`config.mk`:
```
export PLATFORM = sky130hd
export DESIGN_NAME = sram_cycle_ctrl
export DESIGN_NICKNAME = d
export VERILOG_FILES = /design/src/rtl/sram_cyc_pkg.sv /design/src/rtl/sram_cyc_timer.sv /design/src/rtl/sram_cyc_seq.sv /design/src/rtl/sram_cyc_dpath.sv /design/src/rtl/sram_cycle_ctrl.sv
export SDC_FILE = /design/constraint.sdc
export NUM_CORES = 1
export LEC_CHECK = 0
export CORE_MARGIN = 8
export CORE_UTILIZATION = 55
export CTS_CLUSTER_SIZE = 10
export DETAILED_ROUTE_END_ITERATION = 8
export DONT_BUFFER_PORTS = 1
export PLACE_DENSITY_LB_ADDON = 0.1
export SLEW_MARGIN = 5
export SYNTH_ARGS = -nofsm -noshare
export SYNTH_HDL_FRONTEND = slang
export SYNTH_SLANG_ARGS = --single-unit
```
`constraint.sdc`:
```
create_clock -name clk -period 1.3 [get_ports clk]
set_input_delay 0.39 -clock clk [delete_from_list [all_inputs] [get_ports clk]]
set_output_delay 0.39 -clock clk [all_outputs]
set_load 0.01 [all_outputs]
```
`src/rtl/sram_cyc_pkg.sv`:
```
`timescale 1ns/1ps
package sram_cyc_pkg;

  typedef enum logic [2:0] {
    ST_IDLE = 3'd0,
    ST_WSET = 3'd1,
    ST_WPUL = 3'd2,
    ST_RACC = 3'd3,
    ST_GAP  = 3'd4
  } cyc_state_e;

  // whole clock periods covering a time given in picoseconds
  function automatic int cyc_ceil(input int t_ps, input int clk_ps);
    return (t_ps + clk_ps - 1) / clk_ps;
  endfunction

  function automatic int cyc_max(input int a, input int b);
    return (a > b) ? a : b;
  endfunction

endpackage

```
`src/rtl/sram_cyc_timer.sv`:
```
`timescale 1ns/1ps
module sram_cyc_timer #(
  parameter int CNT_W = 4
) (
  input  logic             clk,
  input  logic             rst_n,
  input  logic             load,
  input  logic [CNT_W-1:0] load_val,
  output logic             expired
);

  logic [CNT_W-1:0] cnt_q;
  logic [CNT_W-1:0] cnt_d;

  always_comb begin
    cnt_d = cnt_q;
    if (load) begin
      cnt_d = load_val;
    end else if (cnt_q != '0) begin
      cnt_d = cnt_q - 1'b1;
    end
  end

  always_ff @(posedge clk or negedge rst_n) begin
    if (!rst_n) cnt_q <= '0;
    else        cnt_q <= cnt_d;
  end

  assign expired = (cnt_q == '0);

endmodule

```
`src/rtl/sram_cyc_seq.sv`:
```
`timescale 1ns/1ps
module sram_cyc_seq
  import sram_cyc_pkg::*;
#(
  parameter int CNT_W    = 4,
  parameter int TURN_CYC = 2,
  parameter int WP_CYC   = 4,
  parameter int RD_CYC   = 6
) (
  input  logic             clk,
  input  logic             rst_n,
  input  logic             req_valid,
  input  logic             req_write,
  input  logic             expired,
  output logic             accept,
  output logic             capture,
  output logic             tmr_load,
  output logic [CNT_W-1:0] tmr_val,
  output logic             req_ready,
  output logic             cs_n,
  output logic             we_n,
  output logic             oe_n,
  output logic             dq_oe
);

  localparam logic [CNT_W-1:0] TURN_LD = CNT_W'(TURN_CYC - 1);
  localparam logic [CNT_W-1:0] WP_LD   = CNT_W'(WP_CYC - 1);
  localparam logic [CNT_W-1:0] RD_LD   = CNT_W'(RD_CYC - 1);

  cyc_state_e st_q, st_d;
  logic cs_n_d, we_n_d, oe_n_d, dq_oe_d, ready_d;

  // next-state and phase timer loading
  always_comb begin
    st_d     = st_q;
    accept   = 1'b0;
    capture  = 1'b0;
    tmr_load = 1'b0;
    tmr_val  = '0;
    case (st_q)
      ST_IDLE: begin
        if (req_valid) begin
          accept   = 1'b1;
          tmr_load = 1'b1;
          if (req_write) begin
            st_d    = ST_WSET;
            tmr_val = TURN_LD;
          end else begin
            st_d    = ST_RACC;
            tmr_val = RD_LD;
          end
        end
      end
      ST_WSET: begin
        if (expired) begin
          st_d     = ST_WPUL;
          tmr_load = 1'b1;
          tmr_val  = WP_LD;
        end
      end
      ST_WPUL: if (expired) st_d = ST_GAP;
      ST_RACC: begin
        if (expired) begin
          st_d    = ST_GAP;
          capture = 1'b1;
        end
      end
      ST_GAP:  st_d = ST_IDLE;
      default: st_d = ST_IDLE;
    endcase
  end

  // strobes decoded from the next state so the pins come straight from flops
  always_comb begin
    cs_n_d  = !((st_d == ST_WSET) || (st_d == ST_WPUL) || (st_d == ST_RACC));
    we_n_d  = (st_d != ST_WPUL);
    oe_n_d  = (st_d != ST_RACC);
    dq_oe_d = (st_d == ST_WPUL);
    ready_d = (st_d == ST_IDLE);
  end

  always_ff @(posedge clk or negedge rst_n) begin
    if (!rst_n) begin
      st_q      <= ST_IDLE;
      cs_n      <= 1'b1;
      we_n      <= 1'b1;
      oe_n      <= 1'b1;
      dq_oe     <= 1'b0;
      req_ready <= 1'b1;
    end else begin
      st_q      <= st_d;
      cs_n      <= cs_n_d;
      we_n      <= we_n_d;
      oe_n      <= oe_n_d;
      dq_oe     <= dq_oe_d;
      req_ready <= ready_d;
    end
  end

endmodule

```
`src/rtl/sram_cyc_dpath.sv`:
```
`timescale 1ns/1ps
module sram_cyc_dpath #(
  parameter int ADDR_W = 15,
  parameter int DATA_W = 8
) (
  input  logic              clk,
  input  logic              rst_n,
  input  logic              accept,
  input  logic              capture,
  input  logic [ADDR_W-1:0] req_addr,
  input  logic [DATA_W-1:0] req_wdata,
  input  logic [DATA_W-1:0] mem_dq_in,
  output logic [ADDR_W-1:0] mem_addr,
  output logic [DATA_W-1:0] mem_dq_out,
  output logic              rsp_valid,
  output logic [DATA_W-1:0] rsp_rdata
);

  logic [ADDR_W-1:0] addr_d;
  logic [DATA_W-1:0] wdat_d, rdat_d;

  always_comb begin
    addr_d = accept  ? req_addr  : mem_addr;
    wdat_d = accept  ? req_wdata : mem_dq_out;
    rdat_d = capture ? mem_dq_in : rsp_rdata;
  end

  always_ff @(posedge clk or negedge rst_n) begin
    if (!rst_n) begin
      mem_addr   <= '0;
      mem_dq_out <= '0;
      rsp_rdata  <= '0;
      rsp_valid  <= 1'b0;
    end else begin
      mem_addr   <= addr_d;
      mem_dq_out <= wdat_d;
      rsp_rdata  <= rdat_d;
      rsp_valid  <= capture;
    end
  end

endmodule

```
`src/rtl/sram_cycle_ctrl.sv`:
```
`timescale 1ns/1ps
module sram_cycle_ctrl
  import sram_cyc_pkg::*;
#(
  parameter int ADDR_W = 15,
  parameter int DATA_W = 8,
  parameter int CLK_PS = 10000,
  parameter int WP_PS  = 40000,
  parameter int DW_PS  = 30000,
  parameter int OHZ_PS = 20000,
  parameter int RC_PS  = 55000,
  parameter int AA_PS  = 55000
) (
  input  logic              clk,
  input  logic              rst_n,
  input  logic              req_valid,
  output logic              req_ready,
  input  logic              req_write,
  input  logic [ADDR_W-1:0] req_addr,
  input  logic [DATA_W-1:0] req_wdata,
  output logic              rsp_valid,
  output logic [DATA_W-1:0] rsp_rdata,
  output logic [ADDR_W-1:0] mem_addr,
  output logic              mem_cs_n,
  output logic              mem_we_n,
  output logic              mem_oe_n,
  output logic [DATA_W-1:0] mem_dq_out,
  output logic              mem_dq_oe,
  input  logic [DATA_W-1:0] mem_dq_in
);

  localparam int TURN_CYC = cyc_max(1, cyc_ceil(OHZ_PS, CLK_PS));
  localparam int WP_CYC   = cyc_max(cyc_ceil(WP_PS, CLK_PS), cyc_ceil(DW_PS, CLK_PS));
  localparam int RD_CYC   = cyc_max(cyc_ceil(RC_PS, CLK_PS), cyc_ceil(AA_PS, CLK_PS));
  localparam int MAX_CYC  = cyc_max(TURN_CYC, cyc_max(WP_CYC, RD_CYC));
  localparam int CNT_W    = $clog2(MAX_CYC + 1);

  // reset asserts at once, leaves on a clock edge
  logic rst_meta_q, rst_sync_n;
  always_ff @(posedge clk or negedge rst_n) begin
    if (!rst_n) begin
      rst_meta_q <= 1'b0;
      rst_sync_n <= 1'b0;
    end else begin
      rst_meta_q <= 1'b1;
      rst_sync_n <= rst_meta_q;
    end
  end

  logic             accept, capture, tmr_load, expired;
  logic [CNT_W-1:0] tmr_val;

  sram_cyc_timer #(.CNT_W(CNT_W)) u_timer (
    .clk      (clk),
    .rst_n    (rst_sync_n),
    .load     (tmr_load),
    .load_val (tmr_val),
    .expired  (expired)
  );

  sram_cyc_seq #(
    .CNT_W    (CNT_W),
    .TURN_CYC (TURN_CYC),
    .WP_CYC   (WP_CYC),
    .RD_CYC   (RD_CYC)
  ) u_seq (
    .clk       (clk),
    .rst_n     (rst_sync_n),
    .req_valid (req_valid),
    .req_write (req_write),
    .expired   (expired),
    .accept    (accept),
    .capture   (capture),
    .tmr_load  (tmr_load),
    .tmr_val   (tmr_val),
    .req_ready (req_ready),
    .cs_n      (mem_cs_n),
    .we_n      (mem_we_n),
    .oe_n      (mem_oe_n),
    .dq_oe     (mem_dq_oe)
  );

  sram_cyc_dpath #(.ADDR_W(ADDR_W), .DATA_W(DATA_W)) u_dpath (
    .clk        (clk),
    .rst_n      (rst_sync_n),
    .accept     (accept),
    .capture    (capture),
    .req_addr   (req_addr),
    .req_wdata  (req_wdata),
    .mem_dq_in  (mem_dq_in),
    .mem_addr   (mem_addr),
    .mem_dq_out (mem_dq_out),
    .rsp_valid  (rsp_valid),
    .rsp_rdata  (rsp_rdata)
  );

endmodule

```
* Word-level counts from Yosys, hierarchy flattened
Cells that the tools add are included.
** Storage, ports and cells
- Input bits :: 35
- Register bits after elaboration :: 45
- Output and inout port bits :: 37
- Word-level logic and storage cells :: 47
** Cells by class
- Reductions and logical operators :: 9
- Equality and inequality tests :: 8
- $add $sub $neg :: 1
- Muxes and demuxes :: 16
** Operator list (count)
- 3-bit 2-to-1 mux :: 7
- 3-bit by 2-bit == test with 1-bit output, second input constant :: 4
- 3-bit zero test :: 3
- 3-bit one-hot mux with 3 select lines :: 1
- 3-bit by 1-bit == test with 1-bit output, second input constant :: 2
- 3-bit by 2-bit != test with 1-bit output, second input constant :: 2
- 3-bit one-hot mux with 2 select lines :: 1
- 1-bit 2-to-1 mux :: 4
- 2-bit 2-to-1 mux :: 2
- 3-bit nonzero test :: 1
- 3-bit by 1-bit subtractor with 3-bit output, second input constant :: 1
- 1-bit logical OR :: 2
- 1-bit one-hot mux with 2 select lines :: 1
- 2-bit nonzero test :: 1
- 2-bit OR reduction :: 1
- 1-bit zero test :: 1

* Logic depth before layout (Yosys ltp)
Gate-level depths: netlist (run 1).
- Depth after elaboration :: 7
- Gate-level depth with buffers :: 6
- Gate-level depth less buffers :: 5

* Hierarchy
From an unflattened synthesis (run 1), not the netlist that was laid out.
** Unflattened totals
- Cells, all modules :: 127
- Area total of the unflattened synthesis :: 1848.0 um^2
** By module, submodules not included
- sram_cyc_dpath :: seq. area each 800.8 um^2, area an instance 1177.4 um^2, cells each 66, instances 1
- sram_cyc_seq :: seq. area each 205.2 um^2, area an instance 416.6 um^2, cells each 37, instances 1
- sram_cyc_timer :: seq. area each 75.1 um^2, area an instance 200.2 um^2, cells each 21, instances 1
- sram_cycle_ctrl :: seq. area each 50.0 um^2, area an instance 53.8 um^2, cells each 3, instances 1

* Worst setup path after synthesis (run 1)
OpenSTA, ideal clock, no wires.
- Path type :: reg2reg
- Start :: register u_seq.st_q[2]
- End :: register u_dpath.mem_addr[10]
- Data required time :: 1175 ps
- Path slack :: -207 ps
- Period minus slack after synthesis :: 1507 ps
- Buffers on the path :: 3
- Arrival time :: 1382 ps
- Cell stages (with the launch flop) :: 6
- Library setup time :: 125 ps
- Path through :: dfrtp_1 > buf_6 > nor4b_4 > buf_6 > buf_6 > mux2_2
** Between the ends
- Cells in the longest elaborated chain, start to end :: 2
** RTL lines
- start, declared :: line sram_cyc_seq.sv:30 : cyc_state_e st_q, st_d;
- start signal, assigned :: line sram_cyc_seq.sv:91 : st_q <= st_d;
- 3-bit zero test :: line sram_cyc_seq.sv:40 : case (st_q)
- 1-bit 2-to-1 mux :: line sram_cyc_seq.sv:40
- end signal, assigned :: line sram_cyc_dpath.sv:35 : mem_addr <= addr_d;
- end, declared :: line sram_cyc_dpath.sv:13 : output logic [ADDR_W-1:0] mem_addr,
Every way passes these cells.
A chain may end at the register's enable or synchronous reset.

* Final worst setup path (run 1)
- Start :: register u_seq.st_q[1]
- End :: register u_dpath.mem_dq_out[4]
** Between the ends
- Cells in the longest elaborated chain, start to end :: 2
** RTL lines
- 3-bit zero test :: line sram_cyc_seq.sv:40
- 1-bit 2-to-1 mux :: line sram_cyc_seq.sv:40
- end signal, assigned :: line sram_cyc_dpath.sv:36 : mem_dq_out <= wdat_d;
- end, declared :: line sram_cyc_dpath.sv:14 : output logic [DATA_W-1:0] mem_dq_out,
Every way passes these cells.

==> results.ini, run 1 <==
[outcome]
status = finished, violations left
violations = negative setup slack

[synth]
ys_types = 30
yosysTopAreaCell = dfrtp_1
synth_ff_type = dfrtp_1
ys_async_sr_fraction_pct = 100
syn-cell-area_sq_mm = 0.00182
synth_seq_cells = 45
synth_top_area_share_pct = 56.4
syn_avg_cell_area_sq_um = 15.3
synth-seq-area-share_pct = 62.2
synth.area.top_cells = dfrtp_1, mux2_2, dfstp_2
yosys_warnings = 0
synth_edf_count = 0
syn_inst = 119
synth_nets = 156
post-synth-top-count-cell = dfrtp_1
synth_common_cells = dfrtp_1, mux2_2, a21o_1, dfstp_2

[cells_and_area]
fillCellCount = 231
nets = 182
final_core_util_pct = 70.7
drive_above_1_share_pct = 58.2
final-instance-count-excl-fill = 192
diodes = 0
syn_to_final_growth_pct = 26.6

[critical_path]
regToRegEndpoint = u_dpath.mem_dq_out[4]
critical_path_arrival_ps = 1770
regToRegStartpoint = u_seq.st_q[1]
path_class = reg -> reg
critPathLaunchType = flip-flop
reg2reg_slack_ps = -210
critPathMaxFanout = 6
critical_path_required_ps = 1560
reg2regPathDepth = 4
crit_path_end_kind = flip-flop

[floorplan]
dieArea_sq_mm = 0.00540
ios = 72
die_w_um = 73.5
die_height_um = 73.5
start_util_pct = 55.8
coreArea_sq_mm = 0.00326
rows = 21

[power]
p_comb_share_pct = 39.8
powerDensity_mw_per_mm2 = 2670
seqPwrFrac_pct = 46.4
internal-power_mw = 4.08
leakagePower_nw = 1.05
pwr-share-clk_pct = 13.7
p_sw_share_pct = 33.8
peakVddDrop_v = 0.00154
p_switching_mw = 2.08

[grt]
grt_pass1_vias = 1092
grt_antenna_before_repair = 0
track_usage_pct = 13.9
grt_start_max_net_pins = 25
overflow = 0
grt_pass1_wl_um = 5640

[routing]
vias = 1033
drt-total-wl_um = 3880
wire_per_inst_um = 20.2
drtAntennaViolNets = 0
firstDrtPassIters = 2
viasPerCell = 5.38
first_iter_violations = 36
drc_errors = 0

[cts]
clk_transition_reported_paths_ps = 130
clockBufferDepth = 2
cts_tree = yes
cts_made_buffers = 5
cts_sinks = 45
cts-root-buf = clkbuf_4
h-tree-depth = 2
clock_latency_ps = 350

[timing]
timing.final.crit_share_pct = 116
rsz0062_at_grt = yes
setup_slack_ps = -214
period_needed_ps = 1510
setup_viol = 41
slew_violations = 0
hold_ws_ps = 86.5
finalHoldViolCount = 0
max_freq_mhz = 661
finClkSkew_ps = 15.2

[min_path]
hp-class = in -> reg
holdPathEnd = u_timer.cnt_q[2]
min_from = req_write
min_delay_path_depth = 1

[placement]
gp_congestion = 0.809
hpwl_um = 2690
dp_cells = 174
pre_cts_ws_ps = -183
numPortBuffers = 0

[run]
max-cap-violations = 0

[how the worst max path moves through the flow]
stage                     start                    end  slack, ps
4_1_cts           u_seq.st_q[2]   u_dpath.mem_addr[14]       -190
3_3_place_gp   u_timer.cnt_q[0]   u_dpath.rsp_rdata[5]       -130
3_5_place_dp      u_seq.st_q[1]    u_dpath.mem_addr[0]       -180
6_report          u_seq.st_q[1]  u_dpath.mem_dq_out[4]       -210
2_1_floorplan     u_seq.st_q[2]   u_dpath.mem_addr[10]       -180
5_1_grt           u_seq.st_q[1]   u_dpath.mem_addr[12]       -240
[cell usage in the layout, fill, tap and decap left out, types with 2 or more instances in the layout]
cell type	instances
mux2_2	13
clkbuf_4	5
buf_6	5
mux2_4	18
buf_4	15
dfrtp_1	40
a21o_1	4
inv_2	2
nor3b_2	2
nand2_1	2
dfstp_2	4
a21oi_2	2
clkbuf_16	2
nand3b_1	2
nor3_1	2
[power groups by stage]
stage | Combinational, mW | Clock [mW] | Sequential [mW]
floorplan | 1.57 | 0 | 2.71
global placement | 1.81 | 0 | 2.87
detailed placement | 1.89 | 0 | 2.90
CTS | 2.20 | 0.868 | 2.88
global route | 2.64 | 0.923 | 2.94
finish | 2.45 | 0.846 | 2.86
[through the flow]
stage          instance area [sq um]  setup TNS (ps)  power, mW
2_1_floorplan                   1890           -3950       4.28
3_3_place_gp                    2000           -3690       4.68
3_5_place_dp                    2000           -5010       4.78
4_1_cts                         2200           -4950       5.94
5_1_grt                         2300           -7130       6.50
6_report                        2300           -5680       6.16
[metal layers]
| metal | vias up | GRT usage [%] | part of all wire [%] |
|---|---|---|---|
| li1 | 462 | - | - |
| met1 | 520 | 14.3 | 36 |
| met2 | 43 | 22.6 | 51 |
| met3 | 8 | 8.05 | 11 |
| met4 | 0 | 5.76 | 1.6 |
| met5 | - | 0 | 0 |
[final cells by class]
class / count / area [sq um] / area share, %
Inverter: 3 / 11.3 / 0.489
Tap cell: 46 / 57.6 / 2.50
Clock buffer: 6 / 41.3 / 1.79
Timing Repair Buffer: 25 / 264 / 11.5
Sequential cell: 45 / 1130 / 49.2
Clock inverter: 2 / 38.8 / 1.68
Multi-Input combinational cell: 65 / 758 / 32.9
[what timing repair did]
item | CTS | global route
buffers inserted | 2 | 4
pin swaps | 3 | 4
hold endpoints to repair | 2 | 0
gates cloned | 2 | 1
hold buffers | 1 | 0
setup endpoints to repair | 43 | 43
gates resized for setup | 10 | 16
[logic make-up after synthesis]
logic type | synth area share, %
flops | 62.2
mux | 19.2
simple gates | 9.49
compound gates | 3.30
buf+inv | 4.26
fa+ha+maj | 1.38
other cells | 0.206
[critical path, stage by stage, from the launching register on]
cell	delay, ps
dfrtp_1	440
nor4b_4	330
buf_6	170
clkbuf_16	160
mux2_2	320
[sequential cells by signal, summed over array words and instances (netlist names)]
| name | flops |
|---|---|
| u_dpath.mem_addr | 15 |
| u_dpath.mem_dq_out | 8 |
| u_dpath.rsp_rdata | 8 |
| u_seq.st_q | 3 |
| u_timer.cnt_q | 3 |
| rst_meta_q | 1 |
| rst_sync_n | 1 |
| u_dpath.rsp_valid | 1 |
| u_seq.cs_n | 1 |
| u_seq.dq_oe | 1 |
| u_seq.oe_n | 1 |
| u_seq.req_ready | 1 |
| u_seq.we_n | 1 |
No activity file was read; power rests on OpenSTA's default activity.
==> run 2, diff against run 1 <==
Settings changed: CORE_UTILIZATION 55 to 60.
Clock period 1.3 ns to 1.8 ns, I/O delays scaled along.
==> run 2 against run 1 <==
  * First-iteration DRC count down 58%
  * Largest cell class unchanged
  * Sequential share of layout area is 10 points higher
  * Combinational power shrank 60%
  * The flow now finishes without violations
  * Critical path type unchanged
  * Register-to-register slack improved by 460 ps
  * Maximum frequency down 2.7%
  * Hold slack better by 140 ps
  * Sequential power shrank 28%
  * Clock-buffer cell count unchanged
==> results.ini, run 2 (synthesis gave the netlist of run 1 again) <==
[outcome]
status = finished, final reports clean  ; was finished, violations left

[grt]
grtUsageMet1_pct = 12.8  ; was 14.3%
track_usage_pct = 13.0  ; was 13.9%
grt_antenna_before_repair = 0  ; unchanged
overflow = 0  ; unchanged
grt_use_met3_pct = 8.90  ; was 8.05%
grt_start_max_net_pins = 23  ; was 25
busiest_layer = met2  ; unchanged
grt_pass1_vias = 1048  ; was 1092
use_met2_pct = 20.8  ; was 22.6%
grt_pass1_wl_um = 5130  ; was 5640 um

[critical_path]
cpMaxStageDelayCell = dfrtp_1  ; unchanged
critPathLaunchType = flip-flop  ; unchanged
crit_chain = nor4b_4 > buf_4 > mux2_2  ; was nor4b_4 > buf_6 > clkbuf_16 > mux2_2
critPathMaxFanout = 15  ; was 6
worstSetupStartpoint = u_seq.st_q[2]  ; was u_seq.st_q[1]
critical_path_arrival_ps = 1790  ; was 1770 ps
path_class = reg -> reg  ; unchanged
cpPeakStageDelay_ps = 510  ; was 440 ps
crit_path_end_kind = flip-flop  ; unchanged
path_buf_inv = 1  ; was 2
worst_path_dominant_cell_family = flip-flops  ; unchanged
critical_path_required_ps = 2030  ; was 1560 ps
regToRegStartpoint = u_seq.st_q[2]  ; was u_seq.st_q[1]

[placement]
hpwl_um = 2450  ; was 2690 um
pre_cts_ws_ps = 253  ; was -183 ps
gp_congestion = 0.772  ; was 0.809
numPortBuffers = 0  ; unchanged

[timing]
max_freq_mhz = 643  ; was 661 MHz
final.setup.tns_ps = 0  ; was -5680 ps
hold_ws_ps = 222  ; was 86.5 ps
rsz0062_at_grt = no  ; was yes
finalHoldViolCount = 0  ; unchanged
slew_violations = 0  ; unchanged
setup_slack_ps = 244  ; was -214 ps
period_needed_ps = 1560  ; was 1510 ps
timing.final.crit_share_pct = 86.5  ; was 116%
setup_viol = 0  ; was 41
finClkSkew_ps = 13.2  ; was 15.2 ps

[routing]
drt-total-wl_um = 3150  ; was 3880 um
drc_errors = 0  ; unchanged
viasPerCell = 5.94  ; was 5.38
vias = 945  ; was 1033
firstDrtPassIters = 4  ; was 2
drtAntennaViolNets = 0  ; unchanged
wire_per_inst_um = 19.8  ; was 20.2 um
first_iter_violations = 15  ; was 36

[cts]
cts_made_buffers = 5  ; unchanged
h-tree-depth = 2  ; unchanged
cts_tree = yes  ; unchanged
cts-root-buf = clkbuf_4  ; unchanged
cts_sinks = 45  ; unchanged
post-cts-setup-buffers = 0  ; was 2
clock_latency_ps = 340  ; was 350 ps
clockBufferDepth = 2  ; unchanged
clk_transition_reported_paths_ps = 130  ; about the same

[run]
max-cap-violations = 0  ; unchanged

[cells_and_area]
syn_to_final_growth_pct = 4.47  ; was 26.6%
top_register = u_dpath.mem_addr  ; unchanged
final_common_cell = dfrtp_1  ; unchanged
nets = 162  ; was 182
diodes = 0  ; unchanged
final_cell_mix = dfrtp_1, mux2_2, clkbuf_4  ; was dfrtp_1, mux2_4, buf_4, mux2_2
reg_top3 = u_dpath.mem_addr: 15 flops, u_dpath.mem_dq_out: 8 flops, u_dpath.rsp_rdata: 8 flops  ; unchanged
largest_reg_flops = 15  ; unchanged
drive_above_1_share_pct = 42.1  ; was 58.2%

[floorplan]
die_height_um = 71.1  ; was 73.5 um
die_w_um = 71.1  ; was 73.5 um
coreArea_sq_mm = 0.00298  ; was 0.00326 sq mm
rows = 20  ; was 21
dieArea_sq_mm = 0.00505  ; was 0.00540 sq mm
start_util_pct = 61.1  ; was 55.8%
ios = 72  ; unchanged

[power]
powerDensity_mw_per_mm2 = 1860  ; was 2670 mW/mm^2
leakagePower_nw = 0.854  ; was 1.05 nW
peakVddDrop_v = 0.00103  ; was 0.00154 V

[min_path]
hp-class = reg -> async  ; was in -> reg

==> run 2: cell count changes in the layout (fill, tap and decap cells not counted), sizes merged <==
cell    delta
clkinv     +1
clkbuf     -2
bufinv     -1
buf       -18
==> run 2: cell type report <==
type,instances,area (sq um)
clock inverter,2,13.8
timing repair buffer,5,40.0
inverter,3,11.3
clock buffer,6,51.3
multi-input combinational,65,611
sequential,45,1130
fill,253,1080
tap,33,41.3
==> run 2: path summary, 6_finish.rpt <==
check                                        end  slack (ps)  cells after the start
max in group asynchronous    u_dpath.mem_addr[6]         930                      1
hold / removal                     u_seq.st_q[0]         220                      0
setup reg to reg           u_dpath.mem_dq_out[3]         240                      3
setup / recovery           u_dpath.mem_dq_out[3]         240                      3
min in group clk                u_timer.cnt_q[2]         280                      1
hold reg to reg                    u_seq.st_q[0]         220                      0
==> run 2: what timing repair did <==
action                                  4_1_cts  5_1_grt
hold buffers                                  1        0
hold endpoints to repair                      2        0
endpoints found under the setup margin        0        0
gates resized for setup                       0        0
==> run 2: stage by stage <==
stage	instances	power (mW)	util [%]	instance area [sq um]
2_1_floorplan	119	2.92	-	1820
3_3_place_gp	150	3.04	61.3	1830
3_5_place_dp	150	3.11	61.3	1830
4_1_cts	159	3.61	63.8	1900
5_1_grt	159	3.80	63.8	1900
6_report	159	3.54	63.8	1900
==> run 2: power breakdown <==
group          internal (mW)  switching, mW  leakage [nW]
clock network          0.191          0.296        0.0382
registers               1.51          0.558         0.529
logic                  0.596          0.385         0.287
total                   2.30           1.24         0.854
==> run 2: layer usage <==
layer	wire length [um]	vias up
li1	-	427
met1	1100	468
met2	1600	46
met3	432	4
met4	23	0
met5	0	-
